===== config.mk =====
export PLATFORM = sky130hd
export DESIGN_NAME = fib_link_decoder
export DESIGN_NICKNAME = d
export VERILOG_FILES = /design/src/rtl/fibdec_pkg.sv /design/src/rtl/fib_parity_check.sv /design/src/rtl/fib_weight_sum.sv /design/src/rtl/fib_out_stage.sv /design/src/rtl/fib_link_decoder.sv
export SDC_FILE = /design/constraint.sdc
export NUM_CORES = 1
export LEC_CHECK = 0
export ABC_AREA = 0
export ABC_CLOCK_PERIOD_IN_PS = 800
export BUFFER_PORTS_ARGS = -buffer_cell sky130_fd_sc_hd__buf_2
export CAP_MARGIN = 5
export CORE_AREA = 2 2 175 194
export CTS_BUF_LIST = sky130_fd_sc_hd__clkbuf_16
export DETAILED_ROUTE_END_ITERATION = 10
export DIE_AREA = 0 0 177 196
export PLACE_DENSITY = 0.6
export SYNTH_ARGS = -nofsm -noshare
export SYNTH_HDL_FRONTEND = slang
export SYNTH_SLANG_ARGS = --single-unit

===== constraint.sdc =====
create_clock -name clk -period 0.8 [get_ports clk]
set_input_delay 0.08 -clock clk [delete_from_list [all_inputs] [get_ports clk]]
set_output_delay 0.08 -clock clk [all_outputs]
set_load 0.1 [all_outputs]

===== src/rtl/fibdec_pkg.sv =====
package fibdec_pkg;

  // Fibonacci number F(n) with F(0)=0, F(1)=1.
  function automatic logic [63:0] fib_num(input int unsigned n);
    logic [63:0] a;
    logic [63:0] b;
    logic [63:0] t;
    a = 64'd0;
    b = 64'd1;
    for (int unsigned k = 0; k < n; k++) begin
      t = a + b;
      a = b;
      b = t;
    end
    return a;
  endfunction

  // Smallest power of two not below n.
  function automatic int unsigned pow2_ceil(input int unsigned n);
    int unsigned p;
    p = 1;
    while (p < n) p = p * 2;
    return p;
  endfunction

endpackage


===== src/rtl/fib_parity_check.sv =====
module fib_parity_check #(
  parameter int unsigned CW_W = 48
) (
  input  logic [CW_W-1:0] cw,
  output logic            parity_bad
);
  // The tail pair keeps total parity even, so any odd count of flips shows.
  always_comb parity_bad = ^cw;
endmodule


===== src/rtl/fib_weight_sum.sv =====
module fib_weight_sum #(
  parameter int unsigned FIB_W  = 46,
  parameter int unsigned DATA_W = 32
) (
  input  logic [FIB_W-1:0]  field,
  output logic [DATA_W-1:0] total
);
  import fibdec_pkg::*;

  localparam int unsigned LEAVES = pow2_ceil(FIB_W);
  localparam int unsigned NODES  = 2 * LEAVES - 1;

  // Heap-ordered tree: node 0 is the root, leaves start at LEAVES-1.
  logic [DATA_W-1:0] node [NODES];

  for (genvar i = 0; i < LEAVES; i++) begin : g_leaf
    if (i < FIB_W) begin : g_used
      localparam logic [DATA_W-1:0] WGT = DATA_W'(fib_num(i + 2));
      assign node[LEAVES-1+i] = field[i] ? WGT : '0;
    end else begin : g_pad
      assign node[LEAVES-1+i] = '0;
    end
  end

  for (genvar j = 0; j < LEAVES - 1; j++) begin : g_add
    assign node[j] = node[2*j+1] + node[2*j+2];
  end

  assign total = node[0];
endmodule


===== src/rtl/fib_out_stage.sv =====
module fib_out_stage #(
  parameter int unsigned CW_W   = 48,
  parameter int unsigned DATA_W = 32
) (
  input  logic              clk,
  input  logic              rst_n,
  input  logic              accept,
  input  logic              err_in,
  input  logic [DATA_W-1:0] data_in,
  input  logic [CW_W-1:0]   cw_in,
  output logic              valid_q,
  output logic              err_q,
  output logic [DATA_W-1:0] data_q,
  output logic [CW_W-1:0]   cw_q
);
  always_ff @(posedge clk or negedge rst_n) begin
    if (!rst_n) begin
      valid_q <= 1'b0;
      err_q   <= 1'b0;
      data_q  <= '0;
      cw_q    <= '0;
    end else begin
      valid_q <= accept;
      if (accept) begin
        err_q  <= err_in;
        data_q <= err_in ? '0 : data_in;
        cw_q   <= cw_in;
      end
    end
  end
endmodule


===== src/rtl/fib_link_decoder.sv =====
module fib_link_decoder #(
  parameter int unsigned FIB_W  = 46,
  parameter int unsigned DATA_W = 32,
  parameter int unsigned CW_W   = FIB_W + 2
) (
  input  logic              clk,
  input  logic              rst_n,
  input  logic              in_valid,
  input  logic [CW_W-1:0]   in_cw,
  output logic              out_valid,
  output logic              out_err,
  output logic [DATA_W-1:0] out_data,
  output logic [CW_W-1:0]   out_cw
);
  // Named internal events, observed by the bound checker.
  logic              parity_bad;
  logic              accept;
  logic [DATA_W-1:0] sum_value;

  assign accept = in_valid;

  fib_parity_check #(.CW_W(CW_W)) u_par (
    .cw         (in_cw),
    .parity_bad (parity_bad)
  );

  fib_weight_sum #(.FIB_W(FIB_W), .DATA_W(DATA_W)) u_sum (
    .field (in_cw[FIB_W-1:0]),
    .total (sum_value)
  );

  fib_out_stage #(.CW_W(CW_W), .DATA_W(DATA_W)) u_out (
    .clk     (clk),
    .rst_n   (rst_n),
    .accept  (accept),
    .err_in  (parity_bad),
    .data_in (sum_value),
    .cw_in   (in_cw),
    .valid_q (out_valid),
    .err_q   (out_err),
    .data_q  (out_data),
    .cw_q    (out_cw)
  );
endmodule


==> reports/metrics.yaml <==
run_status:
  status: "finished, violations left"
  violations: "setup timing"
routing:
  wire_per_inst_um: 18.4
  dr_wl_met3_um: 1230
  viasPerCell: 4.71
  m1WireLength_um: 15600
  wirelength_um: 38600
  maxUsedRoutingLayer: "met4"
  drt_iter0_markers: 337
  dr_wl_met2_um: 20700
  drcViolationCount: 0
  vias: 9892
  first_pass_iters: 5
  antenna_left: 0
cts:
  clkTransAtPathRegs_ns: 0.07
  clock_latency_ns: 0.37
  htree_levels: 3
  clock_path_buffers: 2
  cts_buffers: 9
  cts.sinks: 82
  cts_tree: "built"
  root_buffer: "clkbuf_16"
layout:
  syn_to_final_growth_pct: 49.2
  fillers: 2680
  fin_util_pct: 61.9
  nNetsFinal: 2162
  insertedDiodeCount: 0
  drive_gt1_share_pct: 44.0
grt:
  grt.total_usage_pct: 24.0
  grt-ovfl-total: 0
  antenna_found_initial: 0
  grt_pass1_vias: 11428
  grt_start_max_net_pins: 32
  grt_pass1_wl_um: 61800
synthesis:
  yosysSeqAreaShare_pct: 15.0
  yosys.area.top_type: "fa_1"
  yosys-top-cells-area: "fa_1 45%, dfrtp_1 15%, ha_1 13%"
  syn_nets: 1712
  synth_area_mm2: 0.0136
  async_flop_share_pct: 100
  synth.top_cell.area_share_pct: 45.2
  yosys_register_bits: 82
  avgSynthCellArea_um2: 11.2
  synth_cell_type_count: 48
  syn-instance-count: 1214
  synth_flop_cell: "dfrtp_1"
  synth_edf_count: 0
  synth_common_cells: "371 x inv_1, 308 x fa_1, 139 x ha_1"
  yosysWarnings: 0
  synth.most_common_cell: "inv_1"
sta:
  finalCritPeriodShare_pct: 708
  fin_skew_ns: 0
  slew_headroom_pct: 54.6
  hold_viol: 0
  setup_viol_count_final: 163
  rsz0062_at_grt: "yes"
  clock.fmax_mhz: 177
  worstMarginPinSlew_ns: 0.673
  slew_violations: 0
  fin_ws_ns: -4.86
  setup_tns_ns: -168.24
  timing.final.crit_period_ns: 5.66
  holdWs_ns: 0.0340
critical_path:
  worstSetupEndpointType: "flop"
  worstPathRequired_ns: 1.04
  rrSetupSlack_ns: -0.17
  cp.arrival_ns: 5.90
  critical_path_class: "input pin to flop"
  worstPathMaxFanout: 6
  cp_common_cell: "fa_1"
  worst_setup_path_start_kind: "input pin"
  slowest_delay_ns: 0.55
  path_delay_family: "adder cells"
  worst-path-buf-inv: 8
  slowest_stage: "a2111oi_4"
place:
  place.port_buffers: 132
  place_congestion: 0.965
  dp_hpwl_um: 34200
floorplan:
  die_area_mm2: 0.0347
  start_util_pct: 41.5
  die_height_um: 196
  core_mm2: 0.0328
  io_pins: 133
  die_x_um: 177
  row_count: 70
job:
  drv_cap: 0
worst_hold_path:
  hold_path.class: "input pin to flop"
-- final timing paths --
kind	start	to	cells past startpoint
min reg2reg	u_out.err_q	u_out.err_q	1
max	in_cw[14]	u_out.data_q[31]	25
max in group asynchronous	rst_n	u_out.data_q[15]	3
min in group asynchronous	rst_n	u_out.cw_q[19]	2
min	in_cw[11]	u_out.cw_q[11]	2
max reg2reg	u_out.cw_q[13]	u_out.cw_q[13]	2
-- registers in the layout, summed over array words and instances, names as in the netlist --
| register | flops |
|---|---|
| u_out.cw_q | 48 |
| u_out.valid_q | 1 |
| u_out.err_q | 1 |
| u_out.data_q | 32 |
-- cell usage in the layout, fill, tap and decap left out, types with 15 or more instances in the layout --
cell type,count
inv_1,344
fa_1,282
buf_4,242
ha_1,114
buf_12,99
buf_6,73
dfrtp_4,48
mux2_2,45
xnor2_1,37
dfrtp_2,33
buf_2,29
fa_2,26
ha_4,25
o22ai_1,24
inv_2,23
a21oi_1,20
nor2_1,16
nand2_1,15
-- logic make-up (layout without fill, tap and decap cells) --
kind of cell	count (synthesis)	in the layout	share of synthesized area, %
adder cells (fa/ha/maj)	447	447	58.0
buffers and inverters	389	844	10.8
AO/OA/AOI/OAI	113	113	5.57
flip-flops	82	82	15.0
AND/OR/NAND/NOR	73	73	2.72
XOR/XNOR	62	62	3.98
multiplexers	48	48	3.96
-- cell type report --
cell class              instances  area [um2]  area share [%]
flip-flops and latches         82        2270            11.2
clock buffers                   9         225            1.11
inverters                     371        1410            6.92
repair buffers                457        4940            24.3
clock inverters                 7        82.6           0.406
multi-input cells             743       10900            53.5
well taps                     432         541            2.66
-- through the flow --
stage	std cells	cell area, um2	worst slack (ns)
2_1_floorplan	1214	14200	-4.90
3_3_place_gp	2064	19000	-5.34
3_5_place_dp	2064	19000	-5.41
4_1_cts	2097	20100	-4.93
5_1_grt	2101	20300	-5.09
6_report	2101	20300	-4.86
-- metal layers --
metal | global-route usage [%] | vias up
li1 | - | 4546
met1 | 30.4 | 5156
met2 | 41.9 | 141
met3 | 3.88 | 49
met4 | 7.77 | 0
met5 | 0 | -
-- repair_timing --
item,CTS,global route
resized for setup,161,56
cloned,1,0
pin swaps,59,60
buffers inserted,12,8
hold endpoints to repair,86,0
hold buffers,5,0
setup endpoints to repair,163,163
Power is left out: the tool's default activity adds up to more than one toggle a clock period on the data nets, which glitch-free logic cannot reach.
